<file path="src/rtl/disp_regs_pkg.sv">
package disp_regs_pkg;

  typedef enum logic [1:0] {
    VAR_PLAIN  = 2'd0,
    VAR_STATUS = 2'd1,
    VAR_NOSTAT = 2'd2,
    VAR_ALIAS  = 2'd3
  } variant_e;

  // Store mask per register number; hi_mask covers the high half of a refresh address.
  function automatic logic [7:0] wr_mask(input int unsigned idx, input logic [7:0] hi_mask);
    case (idx)
      0, 1, 2, 3, 13, 15: wr_mask = 8'hFF;
      4, 6, 7, 10:        wr_mask = 8'h7F;
      5, 9, 11:           wr_mask = 8'h1F;
      8:                  wr_mask = 8'hFC;
      12, 14:             wr_mask = hi_mask;
      default:            wr_mask = 8'h00;
    endcase
  endfunction

  function automatic logic variant_has_skew(input variant_e v);
    return (v != VAR_STATUS) && (v != VAR_NOSTAT);
  endfunction

endpackage

</file>
<file path="src/rtl/disp_reg_bank.sv">
module disp_reg_bank
  import disp_regs_pkg::*;
#(
  parameter int unsigned ADDR_W  = 5,
  parameter int unsigned NREG    = 16,
  parameter int unsigned RA_W    = 14,
  parameter variant_e    VARIANT = VAR_STATUS
) (
  input  logic              clk,
  input  logic              rst,
  input  logic              we,
  input  logic [ADDR_W-1:0] sel,
  input  logic [7:0]        din,
  output logic [NREG*8-1:0] regs_flat,
  output logic [1:0]        scan_bits,
  output logic [7:0]        test_q
);
  localparam int unsigned HI_W    = RA_W - 8;
  localparam logic [7:0]  HI_MASK = 8'((1 << HI_W) - 1);
  localparam int unsigned MODE_IX = 8;
  localparam int unsigned TEST_IX = (1 << ADDR_W) - 1;

  for (genvar i = 0; i < NREG; i++) begin : g_reg
    localparam logic [7:0] MASK = wr_mask(i, HI_MASK);
    logic [7:0] q;
    always_ff @(posedge clk) begin
      if (rst)                                q <= '0;
      else if (we && sel == ADDR_W'(i))       q <= din & MASK;
    end
    assign regs_flat[i*8 +: 8] = q;
  end

  // The scan mode bits are masked out of the readable copy but still drive timing.
  always_ff @(posedge clk) begin
    if (rst)                                  scan_bits <= '0;
    else if (we && sel == ADDR_W'(MODE_IX))   scan_bits <= din[1:0];
  end

  if (VARIANT == VAR_STATUS) begin : g_test
    always_ff @(posedge clk) begin
      if (rst)                                test_q <= '0;
      else if (we && sel == ADDR_W'(TEST_IX)) test_q <= din;
    end
  end else begin : g_no_test
    assign test_q = '0;
  end

endmodule

</file>
<file path="src/rtl/disp_lpen_latch.sv">
module disp_lpen_latch #(
  parameter int unsigned RA_W = 14
) (
  input  logic            clk,
  input  logic            rst,
  input  logic            stb,
  input  logic [RA_W-1:0] ra,
  input  logic            clr,
  output logic [7:0]      hi_q,
  output logic [7:0]      lo_q,
  output logic            flag_q
);
  always_ff @(posedge clk) begin
    if (rst) begin
      hi_q   <= '0;
      lo_q   <= '0;
      flag_q <= 1'b0;
    end else begin
      if (stb) begin
        hi_q <= 8'(ra[RA_W-1:8]);
        lo_q <= ra[7:0];
      end
      // A new capture outranks a clearing read in the same cycle.
      if (stb)      flag_q <= 1'b1;
      else if (clr) flag_q <= 1'b0;
    end
  end
endmodule

</file>
<file path="src/rtl/disp_read_port.sv">
module disp_read_port
  import disp_regs_pkg::*;
#(
  parameter int unsigned ADDR_W  = 5,
  parameter int unsigned NREG    = 16,
  parameter variant_e    VARIANT = VAR_STATUS
) (
  input  logic              clk,
  input  logic              rst,
  input  logic              dat_re,
  input  logic              stat_re,
  input  logic [ADDR_W-1:0] sel,
  input  logic [NREG*8-1:0] regs_flat,
  input  logic [7:0]        lpen_hi,
  input  logic [7:0]        lpen_lo,
  input  logic [7:0]        test_q,
  input  logic              lpen_flag,
  input  logic              vsync,
  output logic              clr_lpen,
  output logic [7:0]        rd_data,
  output logic [7:0]        stat_data
);
  localparam int unsigned FIRST_RD = 12;
  localparam int unsigned LPEN_HI  = 16;
  localparam int unsigned LPEN_LO  = 17;
  localparam int unsigned TEST_IX  = (1 << ADDR_W) - 1;
  localparam logic        IS_ALIAS = (VARIANT == VAR_ALIAS);

  logic [7:0] rd_val;
  logic [7:0] stat_val;
  logic       sel_is_lpen;

  always_comb begin
    rd_val = 8'h00;
    if (sel >= ADDR_W'(FIRST_RD) && sel < ADDR_W'(NREG)) rd_val = regs_flat[sel*8 +: 8];
    else if (sel == ADDR_W'(LPEN_HI))                    rd_val = lpen_hi;
    else if (sel == ADDR_W'(LPEN_LO))                    rd_val = lpen_lo;
    else if (sel == ADDR_W'(TEST_IX))                    rd_val = test_q;
  end

  if (VARIANT == VAR_STATUS) begin : g_stat
    assign stat_val = {1'b0, lpen_flag, vsync, 5'b0};
  end else if (VARIANT == VAR_ALIAS) begin : g_alias
    assign stat_val = rd_val;
  end else begin : g_none
    assign stat_val = 8'hFF;
  end

  assign sel_is_lpen = (sel == ADDR_W'(LPEN_HI)) || (sel == ADDR_W'(LPEN_LO));
  assign clr_lpen    = (dat_re || (IS_ALIAS && stat_re)) && sel_is_lpen;

  always_ff @(posedge clk) begin
    if (rst) begin
      rd_data   <= '0;
      stat_data <= '0;
    end else begin
      if (dat_re)  rd_data   <= rd_val;
      if (stat_re) stat_data <= stat_val;
    end
  end
endmodule

</file>
<file path="src/rtl/disp_host_regs.sv">
module disp_host_regs
  import disp_regs_pkg::*;
#(
  parameter int unsigned ADDR_W  = 5,
  parameter int unsigned RA_W    = 14,
  parameter variant_e    VARIANT = VAR_STATUS
) (
  input  logic            clk,
  input  logic            rst,
  input  logic            sel_we,
  input  logic [7:0]      sel_din,
  input  logic            dat_we,
  input  logic [7:0]      dat_din,
  input  logic            dat_re,
  output logic [7:0]      rd_data,
  input  logic            stat_re,
  output logic [7:0]      stat_data,
  input  logic            vsync_in,
  input  logic            lpen_stb,
  input  logic [RA_W-1:0] refresh_addr,
  output logic [7:0]      h_total,
  output logic [7:0]      h_disp,
  output logic [7:0]      h_sync_pos,
  output logic [3:0]      h_sync_wid,
  output logic [3:0]      v_sync_wid,
  output logic [6:0]      v_total,
  output logic [4:0]      v_adj,
  output logic [6:0]      v_disp,
  output logic [6:0]      v_sync_pos,
  output logic [1:0]      scan_mode,
  output logic [1:0]      skew_chars,
  output logic [4:0]      max_line,
  output logic [4:0]      cur_start,
  output logic [1:0]      cur_blink,
  output logic [4:0]      cur_end,
  output logic [RA_W-1:0] start_addr,
  output logic [RA_W-1:0] cursor_addr
);
  localparam int unsigned NREG = 16;
  localparam int unsigned HI_W = RA_W - 8;

  logic [ADDR_W-1:0] sel_q;
  logic [NREG*8-1:0] regs_flat;
  logic [7:0]        r [NREG];
  logic [1:0]        scan_bits;
  logic [7:0]        test_q;
  logic [7:0]        lpen_hi, lpen_lo;
  logic              lpen_flag;
  logic              clr_lpen;

  always_ff @(posedge clk) begin
    if (rst)         sel_q <= '0;
    else if (sel_we) sel_q <= sel_din[ADDR_W-1:0];
  end

  disp_reg_bank #(.ADDR_W(ADDR_W), .NREG(NREG), .RA_W(RA_W), .VARIANT(VARIANT)) u_bank (
    .clk(clk), .rst(rst), .we(dat_we), .sel(sel_q), .din(dat_din),
    .regs_flat(regs_flat), .scan_bits(scan_bits), .test_q(test_q)
  );

  disp_lpen_latch #(.RA_W(RA_W)) u_lpen (
    .clk(clk), .rst(rst), .stb(lpen_stb), .ra(refresh_addr), .clr(clr_lpen),
    .hi_q(lpen_hi), .lo_q(lpen_lo), .flag_q(lpen_flag)
  );

  disp_read_port #(.ADDR_W(ADDR_W), .NREG(NREG), .VARIANT(VARIANT)) u_rd (
    .clk(clk), .rst(rst), .dat_re(dat_re), .stat_re(stat_re), .sel(sel_q),
    .regs_flat(regs_flat), .lpen_hi(lpen_hi), .lpen_lo(lpen_lo), .test_q(test_q),
    .lpen_flag(lpen_flag), .vsync(vsync_in), .clr_lpen(clr_lpen),
    .rd_data(rd_data), .stat_data(stat_data)
  );

  for (genvar i = 0; i < NREG; i++) begin : g_unpack
    assign r[i] = regs_flat[i*8 +: 8];
  end

  assign h_total     = r[0];
  assign h_disp      = r[1];
  assign h_sync_pos  = r[2];
  assign h_sync_wid  = r[3][3:0];
  assign v_sync_wid  = r[3][7:4];
  assign v_total     = r[4][6:0];
  assign v_adj       = r[5][4:0];
  assign v_disp      = r[6][6:0];
  assign v_sync_pos  = r[7][6:0];
  assign scan_mode   = scan_bits;
  assign max_line    = r[9][4:0];
  assign cur_start   = r[10][4:0];
  assign cur_blink   = r[10][6:5];
  assign cur_end     = r[11][4:0];
  assign start_addr  = {r[12][HI_W-1:0], r[13]};
  assign cursor_addr = {r[14][HI_W-1:0], r[15]};

  if (variant_has_skew(VARIANT)) begin : g_skew
    always_comb begin
      case (r[8][5:4])
        2'b01:   skew_chars = 2'd1;
        2'b10:   skew_chars = 2'd2;
        default: skew_chars = 2'd0;
      endcase
    end
  end else begin : g_noskew
    assign skew_chars = 2'd0;
  end

  logic unused_bits;
  assign unused_bits = ^{r[4][7], r[5][7:5], r[6][7], r[7][7], r[8], r[9][7:5],
                         r[10][7], r[11][7:5], r[12][7:HI_W], r[14][7:HI_W]};

endmodule

</file>
<file path="config.mk">
export PLATFORM = sky130hd
export DESIGN_NAME = disp_host_regs
export DESIGN_NICKNAME = d
export VERILOG_FILES = /design/src/rtl/disp_regs_pkg.sv /design/src/rtl/disp_reg_bank.sv /design/src/rtl/disp_lpen_latch.sv /design/src/rtl/disp_read_port.sv /design/src/rtl/disp_host_regs.sv
export SDC_FILE = /design/constraint.sdc
export NUM_CORES = 1
export LEC_CHECK = 0
export ABC_AREA = 1
export BUFFER_PORTS_ARGS = -buffer_cell sky130_fd_sc_hd__buf_2
export CAP_MARGIN = 20
export CORE_ASPECT_RATIO = 0.6
export CORE_UTILIZATION = 59
export CTS_BUF_LIST = sky130_fd_sc_hd__clkbuf_4 sky130_fd_sc_hd__clkbuf_8
export DETAILED_ROUTE_END_ITERATION = 6
export PLACE_DENSITY = 0.89
export SLEW_MARGIN = 5
export SYNTH_ARGS = -nofsm -noshare
export SYNTH_HDL_FRONTEND = slang
export SYNTH_SLANG_ARGS = --single-unit
</file>
<file path="constraint.sdc">
create_clock -name clk -period 2.8 [get_ports clk]
set_input_delay 0.7 -clock clk [delete_from_list [all_inputs] [get_ports clk]]
set_output_delay 0.7 -clock clk [all_outputs]
set_load 0.005 [all_outputs]
</file>
## Yosys cells after proc, flatten, opt, wreduce, memory -nomap -nowiden

Cells that the tools add are included.

- Register bits after elaboration: 149
- Input bits: 38
- Output and inout bits: 123
- Word-level logic and storage cells: 73

- Magnitude comparators: 2
- Equal/unequal tests: 18
- Shifts and indexed selects: 1
- Muxes and demuxes: 6
- Reductions and logical operators: 22

Operators with widths:

| kind | number |
|---|---|
| 128-bit by 9-bit indexed part select with 8-bit output | 1 |
| 5-bit by 4-bit equality test with 1-bit output, second input constant | 8 |
| 8-bit two-way mux | 4 |
| 5-bit by 3-bit equality test with 1-bit output, second input constant | 4 |
| 1-bit logical AND | 19 |
| 5-bit equality test, second input constant | 3 |
| 5-bit by 2-bit equality test with 1-bit output, second input constant | 2 |
| 5-bit by 1-bit equality test with 1-bit output, second input constant | 1 |
| 5-bit by 4-bit greater-or-equal comparator with 1-bit output, second input constant | 1 |
| 5-bit zero test | 1 |
| 5-bit less-than comparator, second input constant | 1 |
| 1-bit two-way mux | 2 |
| 2-bit nonzero test | 1 |
| 1-bit logical OR | 1 |

## Logic depth before layout (Yosys ltp)

- Depth in word-level cells: 5
- Mapped depth: 10
- Mapped depth without buffers: 9

## By module

A second synthesis with hierarchy kept.

- Cell total of the unflattened synthesis: 1168
- Area total of the unflattened synthesis: 7334.5 µm²

By module, submodules not included:

| module | instances | cells each | area an instance (µm²) | sequential area each (µm²) |
|---|---|---|---|---|
| disp_reg_bank | 1 | 867 | 5472.7 | 2382.3 |
| disp_read_port | 1 | 198 | 1092.3 | 200.2 |
| disp_lpen_latch | 1 | 68 | 541.8 | 300.3 |
| disp_host_regs | 1 | 35 | 227.7 | 100.1 |

## Worst setup path before layout

No wires, ideal clock.

- Path kind: input port to flip-flop
- From: input port dat_we
- To: register u_bank.g_reg[6].q[0]
- Setup time: 132 ps
- Arrival time: 1678 ps
- Data required time: 2668 ps
- Slack: 990 ps
- Cell stages on the path: 7
- Path buffers: 2
- Cell sequence: buf_2 -> nand2_1 -> nor3_2 -> buf_2 -> nand2_1 -> nand2_1 -> a21oi_1

- Cells in the longest elaborated chain, start to end: 1

Ends and longest elaborated chain:

| item | RTL line | text |
|---|---|---|
| start, declared | disp_host_regs.sv:12 | `input logic dat_we,` |
| 1-bit logical AND | disp_reg_bank.sv:28 | `else if (we && sel == ADDR_W'(i)) q <= din & MASK;` |
| end signal, assigned | disp_reg_bank.sv:28 |  |
| end, declared | disp_reg_bank.sv:25 | `logic [7:0] q;` |

Every way passes these cells.
A chain may end at the register's enable or synchronous reset.

## Worst setup path in the final report

- From: register sel_q[0]
- To: register u_bank.g_reg[9].q[3]

- Cells in the longest elaborated chain, start to end: 2

Ends and longest elaborated chain:

| item | RTL line | text |
|---|---|---|
| start, declared | disp_host_regs.sv:42 | `logic [ADDR_W-1:0] sel_q;` |
| start signal, assigned | disp_host_regs.sv:53 | `else if (sel_we) sel_q <= sel_din[ADDR_W-1:0];` |
| 5-bit by 4-bit equality test with 1-bit output | disp_reg_bank.sv:28 |  |
| 1-bit logical AND | disp_reg_bank.sv:28 |  |
| end signal, assigned | disp_reg_bank.sv:28 |  |
| end, declared | disp_reg_bank.sv:25 |  |

Every way passes these cells.

==> flow_metrics.tcl <==
set metrics [dict create \
    timing.critical_path.from_type "flop" \
    detail_route.iter0.violations 530 \
    syn-cell-area_um2 6490 \
    count_of_antenna_violating_nets_left_after_detailed_routing 0 \
    p_per_area_nw_per_um2 593 \
    initial_antenna_violation_count 0 \
    synthAdderAreaFrac 0 \
    area_growth_syn_to_layout_pct 6.11 \
    total_leakage_power_nw 2.88 \
    multi_input_area_um2 2480 \
    grt_first_pass_wirelength_um 26500 \
    yosysWarningCount 0 \
    cts.repair_timing.setup_buffer_count 0 \
    synth_edf_count 0 \
    pwr-share-clk 0.398 \
    netlist_instances 871 \
    main_combinational_cell_family_by_area_after_synthesis "simple AND/OR/NAND/NOR gates" \
    fp.coreArea_um2 10600 \
    power_switching_mw 1.14 \
    post_cts_hold_buffer_count 0 \
    cts_inserted_buffers 17 \
    fill_cells 991 \
    htree_num_levels 4 \
    drt_wl_total_um 16600 \
    placement.setup.worst_slack_ns 0.564 \
    outcome "finished clean" \
    final_hold_violation_count 0 \
    slew_viol_final 0 \
    place.gp.congestion 0.846 \
    drt_drc_violations_left 0 \
    layout_common_cells "sky130_fd_sc_hd__nand2_1 (160), sky130_fd_sc_hd__buf_2 (149), sky130_fd_sc_hd__dfxtp_1 (144)" \
    fmaxAchievable_mhz 504 \
    timing.critical_path.arrival_ns 2.26 \
    synthDistinctLibCells 25 \
    internal_power_mw 2.94 \
    first_global_vias 5051 \
    clk_transition_reported_paths_ns 0.08 \
    placedCellCount 1015 \
    clk_root_buffer_cell "sky130_fd_sc_hd__clkbuf_8" \
    post_layout_net_count 933 \
    crit_required_ns 3.08 \
    antenna-diode-count 0 \
    criticalPathCategory "reg2reg" \
    worstSetupEndpointType "flop" \
    hold_path.class "reg2reg" \
    longest_clk_path_bufs 2 \
    horiz_die_dim_um 137 \
    grt_start_max_net_pins 99 \
    instances_no_fill 1047 \
    layout_setup_ws_ns 0.815 \
    die_area_um2 11400 \
    max_cap_viol_count 0 \
    finalCritPeriodShare 0.709 \
    synth_sequential_area_ratio 0.444 \
    initial_utilization 0.611 \
    power.share.combinational 0.081 \
    sw_ratio 0.279 \
    synth.avg_cell_area_um2 7.46 \
    global_route.usage.total 0.299 \
    critical_path_peak_fanout 10 \
    finalWorstPathRequiredPeriod_ns 1.98 \
    max-vdd-ir-drop_uv 423 \
    fin_util 0.648 \
    tightestPinTransition_ns 1.02 \
    post_route_cells_drive_above_1_share 0.233 \
    grt_setup_unrepaired "false" \
    mux_share_of_post_synthesis_cell_area 0 \
    postSynthRegisterBits 144 \
    drt_first_pass_iters 6 \
    clock_insertion_delay_worst_skew_ns 0.44 \
    fraction_of_the_mapped_netlist_area_in_compound_gates 0.143 \
    std_cell_rows 29 \
    detail_route.vias_per_cell 5.53 \
    fin_worst_skew_ns 0.0136 \
    wire_per_inst_um 15.9 \
    power_frac_seq 0.520 \
    route.vias.total 5793 \
    cts_tree "built" \
    ys_async_sr_fraction 0 \
    port_buffers 149 \
    seq_area_um2 2880 \
    cts_sinks 144 \
    count_of_boundary_i_o_pins 161 \
    maxSlewHeadroom 0.320 \
    total_half_perimeter_wirelength_after_legalization_and_detailed_placement_um 11100 \
    final_common_cell "sky130_fd_sc_hd__nand2_1" \
    dieHeight_um 83.3 \
    yosys.area_share.simple 0.232 \
    grt_overflow 0 \
    fin_tns_setup_ns 0 \
    cts-resized-gates 0 \
    setup_viol_count_final 0 \
    synth_top_flop_cell "sky130_fd_sc_hd__dfxtp_1" \
    synth_xor_area_frac 0 \
]
synthesized netlist by cell type (2+ instances only):
cell	instances	share of area
sky130_fd_sc_hd__a21oi_1	122	0.094
sky130_fd_sc_hd__a22oi_1	4	0.0046
sky130_fd_sc_hd__buf_2	13	0.010
sky130_fd_sc_hd__buf_4	112	0.13
sky130_fd_sc_hd__clkbuf_1	40	0.023
sky130_fd_sc_hd__dfxtp_1	144	0.44
sky130_fd_sc_hd__inv_1	22	0.013
sky130_fd_sc_hd__inv_2	3	0.0017
sky130_fd_sc_hd__nand2_1	160	0.092
sky130_fd_sc_hd__nand2_2	3	0.0029
sky130_fd_sc_hd__nand3_1	113	0.087
sky130_fd_sc_hd__nand4_1	3	0.0029
sky130_fd_sc_hd__nor2_1	64	0.037
sky130_fd_sc_hd__nor2_2	5	0.0048
sky130_fd_sc_hd__nor2_4	2	0.0035
sky130_fd_sc_hd__o21ai_0	52	0.040
worst max-delay path: stages, from the launching register on:
cell                      delay, ns
sky130_fd_sc_hd__dfxtp_1       0.52
sky130_fd_sc_hd__inv_2         0.12
sky130_fd_sc_hd__nor2_4        0.24
sky130_fd_sc_hd__inv_2         0.11
sky130_fd_sc_hd__nor2_2        0.30
sky130_fd_sc_hd__buf_4         0.24
sky130_fd_sc_hd__nand2_1       0.14
sky130_fd_sc_hd__nand2_1       0.10
sky130_fd_sc_hd__a21oi_1       0.06
layout make-up:
type | instances | area share
inverter | 26 | 0.0142
clock buffer | 18 | 0.0360
sequential | 144 | 0.418
clock inverter | 14 | 0.0211
timing repair buffer | 165 | 0.126
tap | 139 | 0.0252
multi-input combinational | 541 | 0.360
path summary, 6_finish.rpt:
check	to	startpoint	slack, ns	depth (start not counted)
worst min register to register	u_bank.g_reg[2].q[0]	u_bank.g_reg[2].q[0]	0.46	2
worst min-delay path	u_bank.g_reg[2].q[0]	u_bank.g_reg[2].q[0]	0.46	2
worst max register to register	u_bank.g_reg[9].q[3]	sel_q[0]	0.82	8
worst max-delay path	u_bank.g_reg[9].q[3]	sel_q[0]	0.82	8
flip-flops by register name (all words and copies together), names as in the netlist, 2 cells and up:
register,count
u_bank.g.q,104
u_bank.test_q,8
u_lpen.lo_q,8
u_rd.rd_data,8
u_lpen.hi_q,6
sel_q,5
u_bank.scan_bits,2
u_rd.stat_data,2
layer usage:
metal	global-route usage	up-vias	share of wire
met4	0.102	0	0.012
met5	0	-	0
met1	0.464	2659	0.48
met2	0.402	306	0.41
li1	-	2807	-
met3	0.0604	21	0.099
cell families (layout without fill, tap and decap cells):
kind of cell / count (synthesis) / in the layout
AOI/OAI and AO/OA: 182 / 182
buffers and inverters: 193 / 223
DFF: 144 / 144
other: 1 / 8
and+or+nand+nor: 351 / 351
through the flow:
stage,total power [mW],instance area [um^2],hold WS [ns]
6_report,4.09,6890,0.462
5_1_grt,4.24,6890,0.463
4_1_cts,4.10,6890,0.450
3_5_place_dp,2.50,6500,0.446
3_3_place_gp,2.49,6500,0.444
2_1_floorplan,2.40,6520,0.425
power groups by stage:
stage               Clock, mW  Sequential, mW  Combinational [mW]
floorplan                   0            2.16               0.242
global placement            0            2.17               0.318
detailed placement          0            2.17               0.324
CTS                      1.65            2.13               0.326
global route             1.74            2.13               0.365
finish                   1.63            2.13               0.333
Note: power is estimated with default switching activity, not from simulation.
